--- config.mk ---
export PLATFORM = sky130hd
export DESIGN_NAME = mdio_page_bridge
export DESIGN_NICKNAME = d
export VERILOG_FILES = /design/src/rtl/mdio_bridge_pkg.sv /design/src/rtl/mdio_pin_sync.sv /design/src/rtl/mdio_frame_engine.sv /design/src/rtl/mdio_reg_port.sv /design/src/rtl/mdio_page_bridge.sv
export SDC_FILE = /design/constraint.sdc
export NUM_CORES = 1
export LEC_CHECK = 0
export BUFFER_PORTS_ARGS = -buffer_cell sky130_fd_sc_hd__buf_2
export CAP_MARGIN = 20
export CORE_AREA = 2 2 125 127
export CTS_BUF_LIST = sky130_fd_sc_hd__clkbuf_8
export CTS_CLUSTER_DIAMETER = 100
export DETAILED_ROUTE_END_ITERATION = 10
export DIE_AREA = 0 0 127 129
export PLACE_DENSITY = 0.79
export SLEW_MARGIN = 25
export SYNTH_ARGS = -nofsm -noshare
export SYNTH_HDL_FRONTEND = slang
export SYNTH_SLANG_ARGS = --single-unit
--- constraint.sdc ---
create_clock -name clk -period 2.2 [get_ports clk]
set_input_delay 0 -clock clk [delete_from_list [all_inputs] [get_ports clk]]
set_output_delay 0 -clock clk [all_outputs]
set_load 0.005 [all_outputs]
--- src/rtl/mdio_bridge_pkg.sv ---
package mdio_bridge_pkg;

    typedef enum logic [1:0] {
        MODE_BYPASS = 2'b00,
        MODE_RSVD   = 2'b01,
        MODE_REG    = 2'b10,
        MODE_PAGE   = 2'b11
    } acc_mode_e;

    typedef struct packed {
        logic [1:0] st;
        logic [1:0] op;
        logic [4:0] phy;
        logic [4:0] regf;
    } hdr_t;

    localparam logic [1:0] ST_OK = 2'b01;
    localparam logic [1:0] OP_RD = 2'b10;
    localparam logic [1:0] OP_WR = 2'b01;

    // bit indices within a frame, counted from the first start bit
    localparam int HDR_LAST   = 13;
    localparam int TA_FIRST   = 14;
    localparam int FRAME_LAST = 31;

    function automatic logic hdr_ok(hdr_t h);
        return (h.st == ST_OK) && ((h.op == OP_RD) || (h.op == OP_WR));
    endfunction

    function automatic acc_mode_e hdr_mode(hdr_t h);
        return acc_mode_e'(h.phy[4:3]);
    endfunction

endpackage

--- src/rtl/mdio_pin_sync.sv ---
module mdio_pin_sync #(
    parameter int STAGES = 2
) (
    input  logic clk,
    input  logic rst,
    input  logic mdc,
    input  logic mdio_i,
    output logic mdc_rise,
    output logic bit_s
);
    logic [STAGES-1:0] mdc_q;
    logic [STAGES-1:0] dat_q;
    logic              mdc_prev;

    always_ff @(posedge clk) begin
        if (rst) begin
            mdc_q    <= '1;
            dat_q    <= '1;
            mdc_prev <= 1'b1;
        end else begin
            mdc_q    <= {mdc_q[STAGES-2:0], mdc};
            dat_q    <= {dat_q[STAGES-2:0], mdio_i};
            mdc_prev <= mdc_q[STAGES-1];
        end
    end

    assign mdc_rise = mdc_q[STAGES-1] & ~mdc_prev;
    assign bit_s    = dat_q[STAGES-1];
endmodule

--- src/rtl/mdio_frame_engine.sv ---
module mdio_frame_engine
    import mdio_bridge_pkg::*;
(
    input  logic        clk,
    input  logic        rst,
    input  logic        mdc_rise,
    input  logic        bit_in,
    input  logic [15:0] rd_word,
    output logic        hdr_stb,
    output hdr_t        hdr_q,
    output logic        dat_stb,
    output logic [15:0] dat_q,
    output logic        mdio_o,
    output logic        mdio_oe
);
    localparam logic [5:0] C_HDR  = 6'(HDR_LAST);
    localparam logic [5:0] C_TA0  = 6'(TA_FIRST);
    localparam logic [5:0] C_TA1  = 6'(TA_FIRST + 1);
    localparam logic [5:0] C_LAST = 6'(FRAME_LAST);

    logic        busy;
    logic [5:0]  cnt;
    logic [14:0] sh;
    logic [15:0] osh;
    logic        rd_act;

    assign rd_act = hdr_ok(hdr_q) && (hdr_q.op == OP_RD) && (hdr_mode(hdr_q) == MODE_REG);

    always_ff @(posedge clk) begin
        if (rst) begin
            busy    <= 1'b0;
            cnt     <= '0;
            sh      <= '0;
            osh     <= '0;
            hdr_q   <= '0;
            hdr_stb <= 1'b0;
            dat_stb <= 1'b0;
            dat_q   <= '0;
            mdio_o  <= 1'b0;
            mdio_oe <= 1'b0;
        end else begin
            hdr_stb <= 1'b0;
            dat_stb <= 1'b0;
            if (mdc_rise) begin
                sh <= {sh[13:0], bit_in};
                if (!busy) begin
                    if (!bit_in) begin
                        busy <= 1'b1;
                        cnt  <= 6'd1;
                    end
                end else begin
                    cnt <= cnt + 6'd1;
                    if (cnt == C_HDR) begin
                        hdr_q   <= {sh[12:0], bit_in};
                        hdr_stb <= 1'b1;
                    end
                    if (cnt == C_TA0 && rd_act) begin
                        mdio_oe <= 1'b1;
                        mdio_o  <= 1'b0;
                    end else if (cnt == C_TA1 && mdio_oe) begin
                        mdio_o <= rd_word[15];
                        osh    <= {rd_word[14:0], 1'b0};
                    end else if (cnt > C_TA1 && cnt < C_LAST && mdio_oe) begin
                        mdio_o <= osh[15];
                        osh    <= {osh[14:0], 1'b0};
                    end
                    if (cnt == C_LAST) begin
                        busy    <= 1'b0;
                        mdio_oe <= 1'b0;
                        mdio_o  <= 1'b0;
                        dat_q   <= {sh, bit_in};
                        dat_stb <= 1'b1;
                    end
                end
            end
        end
    end
endmodule

--- src/rtl/mdio_reg_port.sv ---
module mdio_reg_port
    import mdio_bridge_pkg::*;
#(
    parameter int               PAGE_W   = 10,
    parameter logic [PAGE_W-1:0] PAGE_RST = '0,
    localparam int              ADDR_W   = PAGE_W + 9
) (
    input  logic              clk,
    input  logic              rst,
    input  logic              hdr_stb,
    input  hdr_t              hdr,
    input  logic              dat_stb,
    input  logic [15:0]       dat,
    input  logic [31:0]       rf_rdata,
    output logic [15:0]       rd_word,
    output logic [ADDR_W-1:0] rf_addr,
    output logic              rf_rd,
    output logic              rf_wr,
    output logic [31:0]       rf_wdata
);
    logic [PAGE_W-1:0] page_q;
    logic [15:0]       stage_q;
    logic [31:0]       snap_q;
    logic              fetch_q;
    acc_mode_e         mode;
    logic              ok, half;
    logic [ADDR_W-1:0] word_addr;

    assign mode      = hdr_mode(hdr);
    assign ok        = hdr_ok(hdr);
    assign half      = hdr.regf[0];
    assign word_addr = {page_q, hdr.phy[2:0], hdr.regf[4:1], 2'b00};
    assign rd_word   = half ? snap_q[31:16] : snap_q[15:0];

    always_ff @(posedge clk) begin
        if (rst) begin
            page_q   <= PAGE_RST;
            stage_q  <= '0;
            snap_q   <= '0;
            fetch_q  <= 1'b0;
            rf_addr  <= '0;
            rf_rd    <= 1'b0;
            rf_wr    <= 1'b0;
            rf_wdata <= '0;
        end else begin
            rf_rd   <= 1'b0;
            rf_wr   <= 1'b0;
            fetch_q <= rf_rd;
            if (fetch_q)
                snap_q <= rf_rdata;
            if (hdr_stb && ok && hdr.op == OP_RD && mode == MODE_REG && !half) begin
                rf_rd   <= 1'b1;
                rf_addr <= word_addr;
            end
            if (dat_stb && ok && hdr.op == OP_WR) begin
                unique case (mode)
                    MODE_PAGE: if (hdr.regf == 5'd0) page_q <= dat[PAGE_W-1:0];
                    MODE_REG: begin
                        if (!half) begin
                            stage_q <= dat;
                        end else begin
                            rf_wr    <= 1'b1;
                            rf_addr  <= word_addr;
                            rf_wdata <= {dat, stage_q};
                        end
                    end
                    default: ;
                endcase
            end
        end
    end
endmodule

--- src/rtl/mdio_page_bridge.sv ---
module mdio_page_bridge
    import mdio_bridge_pkg::*;
#(
    parameter int               PAGE_W      = 10,
    parameter logic [PAGE_W-1:0] PAGE_RST    = '0,
    parameter int               SYNC_STAGES = 2,
    localparam int              ADDR_W      = PAGE_W + 9
) (
    input  logic              clk,
    input  logic              rst,
    input  logic              mdc,
    input  logic              mdio_i,
    output logic              mdio_o,
    output logic              mdio_oe,
    output logic              fwd_mdc,
    output logic              fwd_mdio,
    output logic [ADDR_W-1:0] rf_addr,
    output logic              rf_rd,
    input  logic [31:0]       rf_rdata,
    output logic              rf_wr,
    output logic [31:0]       rf_wdata
);
    logic        mdc_rise, bit_s;
    logic        hdr_stb, dat_stb;
    hdr_t        hdr;
    logic [15:0] dat, rd_word;

    // downstream PHYs see the bus unchanged
    assign fwd_mdc  = mdc;
    assign fwd_mdio = mdio_i;

    mdio_pin_sync #(.STAGES(SYNC_STAGES)) u_sync (
        .clk(clk), .rst(rst), .mdc(mdc), .mdio_i(mdio_i),
        .mdc_rise(mdc_rise), .bit_s(bit_s)
    );

    mdio_frame_engine u_frame (
        .clk(clk), .rst(rst), .mdc_rise(mdc_rise), .bit_in(bit_s),
        .rd_word(rd_word), .hdr_stb(hdr_stb), .hdr_q(hdr),
        .dat_stb(dat_stb), .dat_q(dat), .mdio_o(mdio_o), .mdio_oe(mdio_oe)
    );

    mdio_reg_port #(.PAGE_W(PAGE_W), .PAGE_RST(PAGE_RST)) u_port (
        .clk(clk), .rst(rst), .hdr_stb(hdr_stb), .hdr(hdr),
        .dat_stb(dat_stb), .dat(dat), .rf_rdata(rf_rdata),
        .rd_word(rd_word), .rf_addr(rf_addr), .rf_rd(rf_rd),
        .rf_wr(rf_wr), .rf_wdata(rf_wdata)
    );
endmodule

==> results.toml, run 1 <==
[outcome]
status = "completed"

[place]
hpwl_um = 9804
place_congestion = 0.7536
port_buffers = 92
dpl_cell_area_mm2 = 0.008045

[clock_network]
numClockSinks = 188
cts_root_buffer = "clkbuf_8"
cts_max_level = 4
clockBufferDepth = 2
cts_inserted_buffers = 17
cts_tree = "yes"
clkLatencyLatePin_ns = 0.46
cts.clk_slew.worst_paths_ns = 0.09

[layout]
finalInstanceArea_mm2 = 0.008766
syn_to_final_growth_pct = 17.87
nets = 947
multi_input_comb_area_mm2 = 0.003377
regArea_mm2 = 0.003765
fill_cells = 1294
drive_gt1_share_pct = 17.23
diodes = 0

[floorplan]
design.die.area_mm2 = 0.01638
fp.coreArea_mm2 = 0.01498
die_h_um = 129
initial_core_util_pct = 49.66
io_pins = 93
rows = 45
fp.dieW_um = 127

[logic_synthesis]
yosysWarnings = 0
synthCells = 801
syn_nets = 842
synth_top_area_share_pct = 50.61
synth_top_area_cell = "dfxtp_1"
synthArstFlopShare_pct = 0
synthFlopType = "dfxtp_1"
syn_area_per_cell_um2 = 9.285
syn_area_mm2 = 0.007437
yosysSeqAreaShare_pct = 50.61
synth_edf_count = 0
synth.distinct_cells = 47
ys_ff_latch = 188
netlist_top_cells_area = "dfxtp_1, mux2i_1, nand2_1, a21oi_1, nand2b_1"

[critical_path]
reg2reg_depth = 7
crit_end = "u_port.stage_q[2]$_SDFFE_PP0P_"
critPathLaunch = "u_frame.hdr_q[10]$_SDFFE_PP0P_"
critPathCaptureType = "flip-flop"
reg2reg_to = "u_port.stage_q[2]$_SDFFE_PP0P_"
required_ns = 2.54
worstPathMaxFanout = 16
reg2reg_slack_ns = 0.21
cp.arrival_ns = 2.32
start_kind = "flip-flop"
path_class = "reg2reg"
r2r-start = "u_frame.hdr_q[10]$_SDFFE_PP0P_"

[route]
routedWlPerCell_um = 14.15
vias_per_cell = 5.239
vias = 5789
drtAntennaViolNets = 0
drt_iter0_drc = 395
wl_um = 15630
drc_errors = 0
first_pass_iters = 5

[global_route]
grt_pass1_vias = 5337
antenna_found_initial = 0
grt_max_degree = 108
grt_overflow_total = 0
grt_usage_pct = 19.92
grt_pass1_wl_um = 26450

[power_and_ir_drop]
peakVddDrop_v = 0.0003868
leakagePower_nw = 3.189
power_density_mw_per_mm2 = 649.1

[timing]
setup_violations = 0
relSlewSlack_pct = 35.66
clock_skew_ns = 0.01076
worst_slew_pin_slew_ns = 0.9620
min_period_over_period_pct = 90.24
hold_violations = 0
rsz0062_at_grt = "false"
max_freq_mhz = 503.7
layout_min_cycle_time_ns = 1.985
maxSlewViolCount = 0
timing.setup.tns_ns = 0

[min_path]
worstHoldPathType = "in2reg"

[run]
maxCapViolCount = 0
## layer usage
layer,track usage (%),up-vias,wire [µm]
met3,4.033,22,631
met5,0,-,0
met4,8.209,0,319
li1,-,2923,-
met1,26.22,2704,7266
met2,32.23,140,7414
## layout make-up
type                    count  share of cell area (%)
multi-input cells         547                   38.52
clock buffers              19                   2.983
well taps                 188                   2.683
repair buffers            146                   11.48
flip-flops and latches    188                   42.95
clock inverters            11                   1.128
inverters                   6                  0.2569
## cells in the final DEF, fill, tap and decap left out, types with 6 or more instances in the layout
master and count:
a211o_1 14, a21oi_1 91, a22o_1 16, buf_2 91, buf_4 16, clkbuf_8 19, dfxtp_1 187, dlygate4sd3_1 35
inv_1 8, mux2i_1 95, nand2_1 131, nand2b_1 51, nand3_1 20, nor2_1 52, nor2b_1 6, o21ai_0 15
## power by group
| group | leakage, nW | internal, W | switching [W] |
|---|---|---|---|
| logic | 1.49 | 0.0000907 | 0.0000865 |
| clock network | 0.184 | 0.000940 | 0.00117 |
| registers | 1.51 | 0.00340 | 0.00000307 |
| total | 3.19 | 0.00444 | 0.00126 |
## worst min-delay path by stage
stage               startpoint                          to  slack [ns]  depth (start not counted)
finish                     mdc  u_sync.mdc_q[0]$_SDFF_PP1_        0.28                          3
detailed placement         mdc                     fwd_mdc        0.18                          2
global route            mdio_i  u_sync.dat_q[0]$_SDFF_PP1_        0.26                          3
CTS                        mdc  u_sync.mdc_q[0]$_SDFF_PP1_        0.23                          3
floorplan                  mdc                     fwd_mdc        0.08                          1
global placement           mdc                     fwd_mdc        0.18                          2
## flip-flops by register name, indices dropped and copies added, names as in the netlist, 2 cells and up
name	flops
u_port.page_q	10
u_frame.sh	15
u_frame.cnt	6
u_frame.hdr_q	14
u_port.snap_q	32
u_sync.mdc_q	2
u_port.rf_addr	19
u_frame.osh	15
u_port.rf_wdata	32
u_sync.dat_q	2
u_port.stage_q	16
u_frame.dat_q	16
## repair_timing
action                                  4_1_cts  5_1_grt
buffers inserted                              0        0
hold buffers                                 35        0
endpoints found under the setup margin        0       14
endpoints found under the hold margin        35        0
gates resized for setup                       0        2
## per-stage QoR
| stage | cells | hold WS (ns) | utilization [%] | worst slack (ns) | total power (W) |
|---|---|---|---|---|---|
| after global routing | 1105 | 0.2598 | 58.53 | 0.07273 | 0.005919 |
| after floorplan | 801 | 0.08082 | - | 0.1863 | 0.003566 |
| final | 1105 | 0.2751 | 58.53 | 0.2146 | 0.005690 |
| after global placement | 1040 | 0.1754 | 53.72 | 0.2567 | 0.003614 |
| after detailed placement | 1040 | 0.1761 | 53.72 | 0.1769 | 0.003615 |
| after CTS | 1105 | 0.2305 | 58.46 | 0.1466 | 0.005753 |
## Yosys cell counts, types with 2 or more instances
cell type and n:
a21oi_1 92, o211ai_1 2, nand2_1 131, and2_1 5
nand3_1 21, or2_2 5, nand2b_1 51, nor2_1 52
buf_4 4, a22o_1 16, dfxtp_1 188, nor3b_1 4
nand4_1 3, and3b_1 2, o21ai_0 15, mux2i_1 95
buf_6 2, nor3_2 2, nor2b_1 6, inv_1 6
buf_1 4, o21a_1 2, nor3_1 4, ha_1 5
a211o_1 14, clkbuf_1 33, buf_2 16, nand3b_1 2
## kinds of logic (layout without fill, tap and decap cells)
family,after synthesis,after routing,synth area share [%]
AO/OA/AOI/OAI,147,147,11.84
XOR/XNOR,1,1,0.1178
adder cells (fa/ha/maj),5,5,0.8412
buffers and inverters,66,182,4.223
flip-flops,188,188,50.61
multiplexers,96,96,12.94
AND/OR/NAND/NOR,298,298,19.43
## critical path, stage by stage (launching register included)
cell and delay [ns]:
dfxtp_1 0.36, inv_1 0.05, ha_1 0.31, or3b_4 0.43, nor3_4 0.24, buf_12 0.20, mux2i_1 0.21, nor2_1 0.05
(Power assumes the default switching activity.)
==> run 2, diff against run 1 <==
==> constraint.sdc (replaced) <==
create_clock -name clk -period 1.7 [get_ports clk]
set_input_delay 0 -clock clk [delete_from_list [all_inputs] [get_ports clk]]
set_output_delay 0 -clock clk [all_outputs]
set_load 0.005 [all_outputs]
==> results.toml, run 2 (synthesis results as in run 1) <==
[critical_path]
critPathLaunch = "u_frame.hdr_q[10]$_SDFFE_PP0P_"
required_ns = 2.04
r2r-start = "u_frame.hdr_q[10]$_SDFFE_PP0P_"
start_kind = "flip-flop"
critPathCaptureType = "flip-flop"
path_class = "reg2reg"
worstPathMaxFanout = 16
cp.arrival_ns = 2.11

[route]
drt_iter0_drc = 369
vias_per_cell = 5.262
wl_um = 16690
routedWlPerCell_um = 14.61
drc_errors = 0
drtAntennaViolNets = 0
first_pass_iters = 5
vias = 6015

[floorplan]
io_pins = 93
fp.coreArea_mm2 = 0.01498
die_h_um = 129
design.die.area_mm2 = 0.01638
fp.dieW_um = 127
rows = 45
initial_core_util_pct = 49.66

[layout]
final_common_cell = "dfxtp_1"
top_regs = "u_port.rf_wdata: 32 flops, u_port.snap_q: 32 flops, u_port.rf_addr: 19 flops"
diodes = 0
nets = 983
syn_to_final_growth_pct = 24.78
drive_gt1_share_pct = 23.25
final_cell_mix = "dfxtp_1, nand2_1, mux2i_1"

[clock_network]
cts_max_level = 4
cts.clk_slew.worst_paths_ns = 0.09
cts_inserted_buffers = 17
cts_root_buffer = "clkbuf_8"
cts_tree = "yes"
numClockSinks = 188
clockBufferDepth = 2
clkLatencyLatePin_ns = 0.47

[timing]
layout_min_cycle_time_ns = 1.767
hold_violations = 0
min_period_over_period_pct = 103.9
max_freq_mhz = 566.1
maxSlewViolCount = 0
rsz0062_at_grt = "true"
relSlewSlack_pct = 67.10
worst_slew_pin_slew_ns = 0.4883
setup_ws_ns = -0.06653
setup_violations = 41
clock_skew_ns = 0.01004

[outcome]
violations = "negative setup slack"
status = "finished with violations"

[min_path]
min_from = "mdio_i"
worstHoldPathType = "in2reg"

[place]
hpwl_um = 10390
place_worst_setup_slack_ns = -0.1566
place_congestion = 0.8398
port_buffers = 92

[power_and_ir_drop]
leakagePower_nw = 3.458
power_density_mw_per_mm2 = 808.8
peakVddDrop_v = 0.0004542
power.total_w = 0.007506

[global_route]
grt_overflow_total = 0
antenna_found_initial = 0
grt_pass1_vias = 5731
grt_pass1_wl_um = 27330
grt_usage_pct = 20.73
grt_max_degree = 74

[run]
maxCapViolCount = 0
==> run 2: changes by cell type in the layout (fill, tap and decap cells not counted), moves of 3 or more <==
cell	change
a21oi_2	+12
buf_6	+5
nand2_2	+3
buf_4	+24
buf_12	+4
nand2_1	-5
dfxtp_1	-4
ha_1	-3
a21oi_1	-12
==> run 2: worst paths after layout <==
check / endpoint / slack [ns] / depth (start not counted)
hold reg to reg: u_sync.mdc_q[1]$_SDFF_PP1_ / 0.41 / 1
hold / removal: u_sync.dat_q[0]$_SDFF_PP1_ / 0.27 / 3
setup / recovery: u_port.stage_q[0]$_SDFFE_PP0P_ / -0.07 / 7
setup reg to reg: u_port.stage_q[0]$_SDFFE_PP0P_ / -0.07 / 7
==> run 2: through the flow <==
stage,TNS [ns],utilization (%),hold WS (ns),cell area [µm²],cells
2_1_floorplan,-2.398,-,0.08082,7476,801
5_1_grt,-5.692,61.96,0.2561,9280,1143
3_5_place_dp,-4.405,55.31,0.1797,8284,1062
6_report,-1.480,61.96,0.2669,9280,1143
3_3_place_gp,-1.882,55.31,0.1780,8284,1062
4_1_cts,-2.468,60.99,0.2389,9134,1137
==> run 2: routing by layer <==
layer	up-vias	part of all wire, %	wire length [µm]	GRT usage, %
met5	-	0	0	0
met3	22	3.7	626	4.865
met4	0	1.4	238	6.335
met2	118	51	8458	36.24
met1	2870	44	7370	25.54
li1	3005	-	-	-
==> run 2: power breakdown <==
group	switching (W)	leakage, nW	internal, W
registers	0.00000393	1.52	0.00440
clock network	0.00153	0.195	0.00132
logic	0.000119	1.75	0.000131
==> run 2: repair_timing <==
item / in CTS / in global routing
buffers inserted: 3 / 6
endpoints found under the hold margin: 39 / 0
hold buffers: 37 / 0
pin swaps: 7 / 10
endpoints found under the setup margin: 82 / 103
gates resized for setup: 18 / 24
cloned: 3 / 1
==> run 2: cell type report <==
class	instances	area [µm²]
clock inverters	14	132.6
fillers	1266	5697
repair buffers	182	1368
inverters	6	22.52
multi-input cells	547	3500
flip-flops and latches	188	3775
well taps	188	235.2
clock buffers	18	247.7
==> run 2: critical path, stage by stage, from the launching register on <==
cell	delay, ns
dfxtp_2	0.34
inv_2	0.04
ha_4	0.21
or3b_4	0.41
nor3_4	0.16
buf_12	0.19
mux2i_1	0.21
nor2_1	0.06
